==> src/rtl/wdog_pkg.sv <==
package wdog_pkg;
  typedef enum logic [1:0] {
    EVT_NONE = 2'd0,
    EVT_IRQ  = 2'd1,
    EVT_RST  = 2'd2
  } wdog_evt_e;
endpackage

==> src/rtl/wdog_tmo_calc.sv <==
module wdog_tmo_calc #(
  parameter int MULT_W = 5,
  parameter int RES_W  = 2,
  parameter int CNT_W  = MULT_W + 2 * ((1 << RES_W) - 1)
) (
  input  logic [MULT_W-1:0] mult,
  input  logic [RES_W-1:0]  res,
  output logic [CNT_W-1:0]  tmo
);
  localparam int NRES = 1 << RES_W;

  logic [CNT_W-1:0] cand [NRES];

  // one shifted candidate per resolution step (x1, x4, x16, ...)
  for (genvar r = 0; r < NRES; r++) begin : g_res
    assign cand[r] = CNT_W'(mult) << (2 * r);
  end

  assign tmo = cand[res];
endmodule

==> src/rtl/wdog_countdown.sv <==
module wdog_countdown #(
  parameter int CNT_W = 11
) (
  input  logic             clk,
  input  logic             rst_n,
  input  logic             arm,
  input  logic [CNT_W-1:0] arm_val,
  input  logic             tick,
  output logic             expire,
  output logic             running
);
  logic [CNT_W-1:0] cnt_q;
  logic             run_q;

  always_ff @(posedge clk) begin
    if (!rst_n) begin
      cnt_q <= '0;
      run_q <= 1'b0;
    end else if (arm) begin
      cnt_q <= arm_val;
      run_q <= (arm_val != '0);
    end else if (run_q && tick) begin
      cnt_q <= cnt_q - CNT_W'(1);
      if (cnt_q == CNT_W'(1)) run_q <= 1'b0;
    end
  end

  // access beats the final tick
  assign expire  = run_q && tick && !arm && (cnt_q == CNT_W'(1));
  assign running = run_q;

  assert_zero_idle_R2: assert property (@(posedge clk) disable iff (!rst_n)
    (arm && arm_val == '0) |=> !running);
  assert_halt_after_expiry_R8: assert property (@(posedge clk) disable iff (!rst_n)
    expire |=> !running);
  assert_arm_wins_R9: assert property (@(posedge clk) disable iff (!rst_n)
    (arm && arm_val != '0) |=> running);
endmodule

==> src/rtl/wdog_expiry.sv <==
module wdog_expiry (
  input  logic clk,
  input  logic rst_n,
  input  logic expire,
  input  logic steer,
  input  logic rearm,
  output logic flag,
  output logic irq,
  output logic rst_req,
  output logic cen_clr
);
  import wdog_pkg::*;

  wdog_evt_e evt_d, evt_q;
  logic      flag_q;

  always_comb begin
    if (!expire)    evt_d = EVT_NONE;
    else if (steer) evt_d = EVT_RST;
    else            evt_d = EVT_IRQ;
  end

  always_ff @(posedge clk) begin
    if (!rst_n) begin
      evt_q  <= EVT_NONE;
      flag_q <= 1'b0;
    end else begin
      evt_q <= evt_d;
      if (rearm)       flag_q <= 1'b0;
      else if (expire) flag_q <= 1'b1;
    end
  end

  assign flag    = flag_q;
  assign irq     = (evt_q == EVT_IRQ);
  assign rst_req = (evt_q == EVT_RST);
  assign cen_clr = (evt_q == EVT_RST);

  assert_irq_single_R7: assert property (@(posedge clk) disable iff (!rst_n)
    irq |=> !irq);
  assert_rst_single_R6: assert property (@(posedge clk) disable iff (!rst_n)
    rst_req |=> !rst_req);
  assert_pulse_excl_R6: assert property (@(posedge clk) disable iff (!rst_n)
    !(irq && rst_req));
  assert_flag_on_event_R5: assert property (@(posedge clk) disable iff (!rst_n)
    (irq || rst_req) |-> flag);
  assert_access_clears_R3: assert property (@(posedge clk) disable iff (!rst_n)
    rearm |=> !flag);
endmodule

==> src/rtl/wdog_steer.sv <==
module wdog_steer #(
  parameter int MULT_W = 5,
  parameter int RES_W  = 2
) (
  input  logic                        clk,
  input  logic                        rst_n,
  input  logic                        tick,
  input  logic                        reg_wr,
  input  logic                        reg_rd,
  input  logic [MULT_W+RES_W:0]       reg_wdata,
  output logic [MULT_W+RES_W:0]       reg_rdata,
  output logic                        wd_flag,
  output logic                        irq_pulse,
  output logic                        rst_req,
  output logic                        century_clr
);
  localparam int CTL_W  = MULT_W + RES_W + 1;
  localparam int STEER  = CTL_W - 1;
  localparam int CNT_W  = MULT_W + 2 * ((1 << RES_W) - 1);

  logic [CTL_W-1:0] ctl_q, load_val;
  logic [CNT_W-1:0] tmo;
  logic             rearm, expire, running;

  assign rearm    = reg_wr | reg_rd;
  assign load_val = reg_wr ? reg_wdata : ctl_q;

  always_ff @(posedge clk) begin
    if (!rst_n)                     ctl_q <= '0;
    else if (reg_wr)                ctl_q <= reg_wdata;
    else if (expire && ctl_q[STEER]) ctl_q <= '0;
  end

  wdog_tmo_calc #(.MULT_W(MULT_W), .RES_W(RES_W), .CNT_W(CNT_W)) u_calc (
    .mult (load_val[RES_W +: MULT_W]),
    .res  (load_val[RES_W-1:0]),
    .tmo  (tmo)
  );

  wdog_countdown #(.CNT_W(CNT_W)) u_cnt (
    .clk     (clk),
    .rst_n   (rst_n),
    .arm     (rearm),
    .arm_val (tmo),
    .tick    (tick),
    .expire  (expire),
    .running (running)
  );

  wdog_expiry u_exp (
    .clk     (clk),
    .rst_n   (rst_n),
    .expire  (expire),
    .steer   (ctl_q[STEER]),
    .rearm   (rearm),
    .flag    (wd_flag),
    .irq     (irq_pulse),
    .rst_req (rst_req),
    .cen_clr (century_clr)
  );

  assign reg_rdata = ctl_q;

  assert_ctl_zeroed_R6: assert property (@(posedge clk) disable iff (!rst_n)
    rst_req |-> (ctl_q == '0));
  assert_write_stores_R3: assert property (@(posedge clk) disable iff (!rst_n)
    reg_wr |=> (reg_rdata == $past(reg_wdata)));
  assert_read_keeps_R4: assert property (@(posedge clk) disable iff (!rst_n)
    (reg_rd && !reg_wr) |=> $stable(reg_rdata));
  assert_flag_needs_run_R1: assert property (@(posedge clk) disable iff (!rst_n)
    $rose(wd_flag) |-> $past(running));
endmodule

==> config.mk <==
export PLATFORM = sky130hd
export DESIGN_NAME = wdog_steer
export DESIGN_NICKNAME = d
export VERILOG_FILES = /design/src/rtl/wdog_pkg.sv /design/src/rtl/wdog_tmo_calc.sv /design/src/rtl/wdog_countdown.sv /design/src/rtl/wdog_expiry.sv /design/src/rtl/wdog_steer.sv
export SDC_FILE = /design/constraint.sdc
export NUM_CORES = 1
export LEC_CHECK = 0
export ABC_AREA = 1
export BUFFER_PORTS_ARGS = -buffer_cell sky130_fd_sc_hd__clkbuf_2
export CORE_MARGIN = 5
export CORE_UTILIZATION = 35
export CTS_BUF_LIST = sky130_fd_sc_hd__clkbuf_4 sky130_fd_sc_hd__clkbuf_8 sky130_fd_sc_hd__clkbuf_16
export DETAILED_ROUTE_END_ITERATION = 7
export PLACE_DENSITY = 0.55
export SYNTH_ARGS = -nofsm -noshare
export SYNTH_HDL_FRONTEND = slang
export SYNTH_SLANG_ARGS = --single-unit
==> constraint.sdc <==
create_clock -name clk -period 1.5 [get_ports clk]
set_input_delay 0.375 -clock clk [delete_from_list [all_inputs] [get_ports clk]]
set_output_delay 0.375 -clock clk [all_outputs]
set_load 0.01 [all_outputs]
---- Word-level counts from Yosys, hierarchy flattened ----
Cells that the tools add are included.
Widths: inputs -> output; s select.
operators by class
  add/subtract/negate cells ............... 1
  order comparisons ....................... 1
  equality and inequality tests ........... 3
  multiplexer cells ....................... 12
  bitwise operators ....................... 3
  reduce and logical (&&, ||, !) cells .... 12
operators with widths
  operator               count
  $mux 11                4
  $bmux 11 s2            1
  $mux 8                 2
  $eq 11x1->1 const B    1
  $reduce_bool 11->1     1
  $sub 11x1->11 const B  1
  $mux 7                 1
  $reduce_bool 2->1      3
  $logic_and 1x1->1      4
  $reduce_and 2->1       2
  $ge 3x3->1 const B     1
  $mux 1                 3
  $not 2->3              1
  $eq 2x1->1 const B     1
  $eq 2x2->1 const B     1
  $mux 2                 1
  $reduce_or 2->1        1
  $logic_not 1->1        1
  $not 1->1              1
  $or 1x1->1             1
storage, ports and cells
  bits in registers ....................... 23
  bits of input ports ..................... 13
  output and inout bits ................... 12

---- Longest topological paths before layout ----
Gate-level depths: netlist of the first run.
  depth in word-level cells ............... 7
  depth in mapped cells ................... 12
  gate-level depth less buffers ........... 12

---- Cells and area by module ----
A second synthesis of the first run with hierarchy kept.
second synthesis, totals
  cell total of the unflattened synthesis .. 249
  area total of the unflattened synthesis .. 1546.5 µm²
by module, submodules not included
  module          times used  cells an instance  area an instance (µm²)  sequential area each (µm²)
  wdog_countdown  1           140                854.6                   240.2
  wdog_steer      1           60                 411.6                   160.2
  wdog_tmo_calc   1           33                 167.7                   0.0
  wdog_expiry     1           16                 112.6                   60.1

---- Worst setup path after synthesis of the first run ----
OpenSTA, ideal clock, no wires.
  path type ............................... input port to flip-flop
  start point ............................. input port reg_wr
  end point ............................... register u_cnt.run_q, in the netlist u_cnt.running
  setup time .............................. 0.109 ns
  arrival ................................. 1.204 ns
  data required time ...................... 1.391 ns
  path slack .............................. 0.187 ns
  cell stages on the path ................. 9
  path buffers ............................ 1
  path through ............................ buf_6 o21ai_4 nand2_1 nand3_1 nand2_1 nor2_1 nand3_1 nand2_1 inv_1
between the ends
  word-level cells in the longest chain between the ends .. 7
ends and longest elaborated chain
  element                                     line                  RTL
  start, declared                             wdog_steer.sv:8       input logic reg_wr,
  $mux 7                                      wdog_steer.sv:26      assign load_val = reg_wr ? reg_wdata : ctl_q;
  $not 2->3 (not written as such)             wdog_tmo_calc.sv:19   assign tmo = cand[res];
  $bmux 11 s2                                 wdog_tmo_calc.sv:19
  $mux 11 (not written as such) (2 in a row)  wdog_tmo_calc.sv:19
  $reduce_bool 11->1                          wdog_countdown.sv:21  run_q <= (arm_val != '0);
  $mux 1                                      wdog_countdown.sv:19  end else if (arm) begin
  end signal, assigned                        wdog_countdown.sv:21
  end, declared                               wdog_countdown.sv:13  logic run_q;
Several ways; a longest one is shown, not always the timed one. The select of a mux whose other input is x is not followed.
A chain may end at the register's enable or synchronous reset.

---- Final worst setup path of the first run ----
  start point ............................. register u_cnt.cnt_q[8]
  end point ............................... register ctl_q[7], in the netlist reg_rdata[7]
between the ends
  word-level cells in the longest chain between the ends .. 4
ends and longest elaborated chain
  element                             line                  RTL
  start, declared                     wdog_countdown.sv:12  logic [CNT_W-1:0] cnt_q;
  start signal, assigned              wdog_countdown.sv:20  cnt_q <= arm_val;
  start signal, assigned              wdog_countdown.sv:23  cnt_q <= cnt_q - CNT_W'(1);
  $eq 11x1->1                         wdog_countdown.sv:29  assign expire = run_q && tick && !arm && (cnt_q == CNT_W'(1));
  $logic_and 1x1->1                   wdog_countdown.sv:29
  $logic_and 1x1->1                   wdog_steer.sv:31      else if (expire && ctl_q[STEER]) ctl_q <= '0;
  $reduce_bool 2->1 (no source line)  --
  end signal, assigned                wdog_steer.sv:30      else if (reg_wr) ctl_q <= reg_wdata;
  end, declared                       wdog_steer.sv:21      logic [CTL_W-1:0] ctl_q, load_val;
Every way passes these cells.

==> impl_metrics.csv, run 1 <==
group,metric,value,unit
die,dieArea,0.00543,mm^2
grt,grt_overflow,0,
critical_path,worstPathArrival,1.58,ns
critical_path,crit_fanout,2,
final_layout,drive_above_1_share,34.2,%
yosys,netlist_instances,221,
sta,clock.fmax,705,MHz
critical_path,worstSetupPathType,"reg2reg",
critical_path,endpoint_kind,"flip-flop",
yosys,async_reset_ff_share,0,%
sta,fin_tns_setup,0,ns
die,ios,25,
yosys,syn_avg_cell_area,6.43,um^2
critical_path,required,1.67,ns
power,p_clk_share,26.5,%
final_layout,antenna_cells,0,
sta,fin_hold_ws,0.393,ns
sta,slew_violations,0,
grt,antenna_found_initial,0,
yosys,synth_cell_types,30,
clocking,postCtsHoldBufs,0,
route,post-route-drc-count,0,
power,ir_worst_vdd,0.600,mV
final_layout,post-route-util,48.9,%
power,p_sw,498,uW
outcome,outcome,"finished, final reports clean",
die,core_area,0.00397,mm^2
sta,skew,0.0103,ns
power,switching_share,32.1,%
sta,setup_violations,0,
route,first_pass_iters,4,
final_layout,final_nets,294,
yosys,synth_fp_nets,236,
route,vias,1561,
clocking,cts_root_buffer,"clkbuf_8",
route,wire_per_inst,12.0,um
grt,grt.total_usage,15.6,%
power,p_leak,0.00101,uW
clocking,clockBufferDepth,2,
placed_design,port_buffers,24,
clocking,clkSinkCount,23,
power,p_comb_share,29.9,%
clocking,clkTransAtPathRegs,0.09,ns
yosys,yosysSeqAreaShare,32.4,%
grt,grt_pass1_wl,6.58,mm
die,rows,23,
clocking,cts_tree,"built",
power,power_density,800,mW/mm^2
clocking,cts_buffers,3,
clocking,cts_max_level,1,
die,initial_core_util,35.8,%
yosys,synth_area,0.00142,mm^2
power,totalPowerFinal,1550,uW
die,die_w,73.7,um
critical_path,start_kind,"flip-flop",
route,drt-total-wl,3.95,mm
route,drtIter0Drc,94,
flow_run,cap_violations,0,
route,viasPerCell,4.76,
sta,timing.final.crit_share,94.6,%
worst_hold_path,min_path_type,"in2reg",
clocking,clock_latency,0.27,ns
grt,grt_pass1_vias,1438,
route,drtAntennaViolNets,0,
sta,slew_headroom,79.2,%
power,internal_power,1050,uW
sta,period_needed,1.42,ns
yosys,synth_edf_count,0,
placed_design,place_hpwl,3.15,mm
placed_design,place.gp.congestion,0.887,
yosys,ys_warn_count,0,
power,seq_power_share,43.6,%
grt,grt_max_degree,13,
yosys,ys.flop_type,"dfxtp_1",
sta,worst_pin_slew,0.312,ns
die,die_h,73.7,um
yosys,ys_seq_elements,23,
final_layout,syn_to_final_growth,36.7,%
sta,hold_violations,0,
-- path summary, 6_finish.rpt --
path / slack, ns / end / start / depth (start not counted)
max: 0.08 / reg_rdata[7]$_SDFFE_PN0P_ / u_cnt.cnt_q[8]$_SDFFE_PN0P_ / 7
min: 0.39 / reg_rdata[7]$_SDFFE_PN0P_ / reg_wdata[7] / 3
max reg2reg: 0.08 / reg_rdata[7]$_SDFFE_PN0P_ / u_cnt.cnt_q[8]$_SDFFE_PN0P_ / 7
min reg2reg: 0.50 / u_exp.evt_q[1]$_SDFF_PN0_ / reg_rdata[7]$_SDFFE_PN0P_ / 2
-- power groups by stage --
stage	registers (uW)	logic [uW]	clock network [uW]
final	677	465	411
after detailed placement	687	435	0
after CTS	674	437	427
after global routing	681	518	453
after floorplan	688	255	0
after global placement	688	440	0
-- cell type report --
type                       count  area [um^2]
fill                         417         2030
sequential                    23          462
multi-input combinational    152          822
inverter                      40          150
tap                           50         62.6
clock buffer                   4         48.8
timing repair buffer          59          395
-- metrics by stage --
stage	instance area, um^2	instances	setup slack, ns
finish	1940	328	0.0817
global route	1940	328	-0.0138
CTS	1870	326	0.0512
detailed placement	1820	322	-0.216
global placement	1820	322	-0.247
floorplan	1420	221	0.187
-- layer usage --
metal,share of wire (%),vias to the layer above,global-route usage [%]
li1,-,828,-
met1,50,706,21.6
met2,46,25,25.3
met3,3.1,2,2.46
met4,0.96,0,3.62
met5,0,-,0
-- cell usage after synthesis, drive strengths merged (3+ instances only) --
library cell / number / area, um^2
nand4: 4 / 25.0
nor2: 30 / 138
nor3: 6 / 35.0
inv: 39 / 146
a31oi: 3 / 18.8
nand2: 45 / 176
dfxtp: 23 / 460
nand3: 27 / 135
a21oi: 12 / 60.1
buf: 5 / 36.3
o21ai: 13 / 87.6
o211ai: 3 / 22.5
-- state kept, by name, summed over array words and instances (netlist names) --
| register | cells |
|---|---|
| u_exp.evt_q | 2 |
| u_cnt.running | 1 |
| u_cnt.cnt_q | 11 |
| u_exp.flag | 1 |
| reg_rdata | 8 |
-- worst max-delay path, stage by stage, from the launching register on --
cell and delay, ns:
dfxtp_1 0.31, or2_2 0.33, buf_4 0.16, nor3_4 0.16, nand2_1 0.10, buf_4 0.15
nand2_1 0.06, a21oi_1 0.06
-- cell usage in the layout (no fill, tap or decap), types with 8 or more instances in the layout --
master,instances
a21oi_1,12
buf_4,34
clkbuf_2,24
dfxtp_1,22
inv_1,31
inv_2,8
nand2_1,41
nand3_1,24
nor2_1,25
o21ai_0,8
-- timing repair --
action | in CTS | in global routing
buffers inserted | 0 | 2
endpoints found under the setup margin | 0 | 13
endpoints found under the hold margin | 0 | 0
resized for setup | 0 | 13
-- kinds of logic after synthesis --
group                    after synthesis  synth area share [%]
AO/OA/AOI/OAI                         32                  13.7
flip-flops                            23                  32.4
AND/OR/NAND/NOR                      117                  38.1
adder cells (fa/ha/maj)                2                  1.76
XOR/XNOR                               1                 0.617
buffers and inverters                 46                  13.4
Power figures use the tool's default switching activity.
==> inputs of run 2 (changes only) <==
--- a/config.mk
+++ b/config.mk
@@ -11,7 +11,7 @@
 export CORE_UTILIZATION = 35
 export CTS_BUF_LIST = sky130_fd_sc_hd__clkbuf_4 sky130_fd_sc_hd__clkbuf_8 sky130_fd_sc_hd__clkbuf_16
 export DETAILED_ROUTE_END_ITERATION = 7
-export PLACE_DENSITY = 0.55
+export PLACE_DENSITY = 0.63
 export SYNTH_ARGS = -nofsm -noshare
 export SYNTH_HDL_FRONTEND = slang
 export SYNTH_SLANG_ARGS = --single-unit
==> run 2 against run 1 <==
Net effect:
- register-to-register slack is essentially flat
- sequential power is essentially flat
- worst hold slack gained 0.0015 ns
- routed wire length shrank 5.1%
- non-clock buffer count shrank 2
- critical path depth is the same
- total power shrank 2.7%
- worst setup slack gained 0.0063 ns
- critical endpoint is now reg_rdata[1]$_SDFFE_PN0P_
- largest cell class unchanged
==> impl_metrics.csv, run 2 (synthesized netlist as in run 1, its figures left out) <==
group,metric,value,unit
outcome,outcome,"finished, final reports clean",
sta,timing.final.crit_share,94.1,%
power,ir_worst_vdd,0.517,mV
final_layout,syn_to_final_growth,32.5,%
final_layout,mostFrequentLayoutCells,"41 x nand2_1, 33 x buf_4, 31 x inv_1, 27 x nand3_1, 25 x nor2_1",
clocking,clkTransAtPathRegs,0.08,ns
clocking,ctsResizeCount,0,
route,drtAntennaViolNets,0,
sta,slew_violations,0,
clocking,clockBufferDepth,2,
clocking,cts_max_level,1,
clocking,postCtsHoldBufs,0,
final_layout,largest_register,"u_cnt.cnt_q",
power,totalPowerFinal,1510,uW
placed_design,placed_cell_area,0.00181,mm^2
clocking,cts_tree,"built",
power,p_sw,471,uW
power,internal_power,1040,uW
route,post-route-drc-count,0,
power,switching_share,31.2,%
final_layout,mostFrequentLayoutCell,"nand2_1",
die,die_h,73.7,um
worst_hold_path,worstHoldPathCells,3,
critical_path,r2r-end,"reg_rdata[1]$_SDFFE_PN0P_",
die,die_w,73.7,um
sta,setup_violations,0,
critical_path,r2r_cells,7,
critical_path,endpoint_kind,"flip-flop",
grt,grt_max_degree,13,
critical_path,max_stage_delay,0.39,ns
grt,antenna_found_initial,0,
power,p_comb_share,28.7,%
route,vias,1566,
final_layout,antenna_cells,0,
clocking,clock_latency,0.26,ns
die,initial_core_util,35.8,%
grt,grt_pass1_vias,1394,
worst_hold_path,holdPathEnd,"reg_rdata[7]$_SDFFE_PN0P_",
route,first_pass_iters,4,
critical_path,cpMaxStageDelayCell,"dfxtp_1",
sta,hold_violations,0,
placed_design,place_hpwl,3.10,mm
power,p_leak,0.000989,uW
clocking,cts_setup_buffers,0,
grt,grt_pass1_wl,6.35,mm
power,seq_power_share,44.6,%
final_layout,n_fill_cell,436,
critical_path,crit_chain,"ha_1 -> inv_1 -> nor4_1 -> nand4_1 -> buf_4 -> nand3_1 -> inv_1",
critical_path,reg2reg_slack,0.09,ns
route,wire_per_inst,11.5,um
critical_path,cpMostUsedCell,"inv_1",
sta,slew_headroom,77.9,%
die,dieArea,0.00543,mm^2
placed_design,place.gp.congestion,0.914,
route,viasPerCell,4.80,
critical_path,crit_fanout,7,
final_layout,largest_reg_flops,11,
route,drtIter0Drc,93,
die,ios,25,
power,p_clk_share,26.6,%
sta,worst_pin_slew,0.328,ns
die,core_area,0.00397,mm^2
critical_path,start_kind,"flip-flop",
final_layout,fin_area,0.00188,mm^2
grt,grt_overflow,0,
final_layout,drive_above_1_share,31.5,%
worst_hold_path,min_path_type,"in2reg",
grt,grt.total_usage,15.1,%
sta,period_needed,1.41,ns
power,power_density,803,mW/mm^2
sta,skew,0.00397,ns
clocking,cts_root_buffer,"clkbuf_8",
critical_path,worstSetupPathType,"reg2reg",
clocking,clkSinkCount,23,
flow_run,cap_violations,0,
critical_path,required,1.67,ns
sta,clock.fmax,708,MHz
placed_design,port_buffers,24,
final_layout,final_nets,292,
critical_path,worstPathArrival,1.58,ns
die,rows,23,
route,drt-total-wl,3.75,mm
clocking,cts_buffers,3,
critical_path,reg2reg_from,"u_cnt.cnt_q[0]$_SDFFE_PN0P_",
sta,rsz0062_at_grt,"true",
worst_hold_path,hold_path_startpoint,"reg_wdata[7]",
## run 2: area by class of cell
type	count	area, um^2	area share, %
Timing Repair Buffer	57	368	19.5
Multi-Input combinational cell	152	791	42.0
Sequential cell	23	462	24.5
Inverter	40	150	7.98
Clock buffer	4	48.8	2.59
Tap cell	50	62.6	3.32
## run 2: metal layers
metal,global-route usage [%],part of all wire (%),wire (um)
met5,0,0,0
met2,23.4,45,1670
met1,21.5,49,1850
met4,3.62,0.80,30
met3,2.60,5.4,204
## run 2: power groups by stage
stage,logic [uW],clock network (uW),registers [uW]
final,434,402,674
after global routing,491,444,680
after CTS,426,417,673
after detailed placement,424,0,687
after global placement,425,0,687
after floorplan,255,0,688
## run 2: stage by stage
step | utilization, % | TNS [ns] | setup WS (ns) | hold WS (ns) | instances
floorplan | - | 0 | 0.187 | 0.456 | 221
global placement | 45.6 | -0.320 | -0.117 | 0.493 | 322
detailed placement | 45.6 | -0.513 | -0.126 | 0.486 | 322
CTS | 46.8 | 0 | 0.0633 | 0.387 | 326
global route | 47.4 | -0.00707 | -0.00424 | 0.434 | 326
finish | 47.4 | 0 | 0.0880 | 0.394 | 326
## run 2: worst max-delay path, delay by kind of cell, from the launching register on
family,cells,cell delay (ns)
buffers and inverters,3,0.28
adder cells (fa/ha/maj),1,0.16
AND/OR/NAND/NOR,3,0.47
flip-flops,1,0.39
## run 2: how the worst max path moves through the flow
stage	start	end	slack, ns
finish	u_cnt.cnt_q[0]$_SDFFE_PN0P_	reg_rdata[1]$_SDFFE_PN0P_	0.09
global route	reg_wr	u_cnt.running$_SDFFE_PN0P_	-0.004
CTS	u_cnt.cnt_q[0]$_SDFFE_PN0P_	u_cnt.cnt_q[10]$_SDFFE_PN0P_	0.06
detailed placement	reg_wr	u_cnt.running$_SDFFE_PN0P_	-0.13
global placement	reg_wr	u_cnt.running$_SDFFE_PN0P_	-0.12
floorplan	reg_wr	u_cnt.running$_SDFFE_PN0P_	0.19
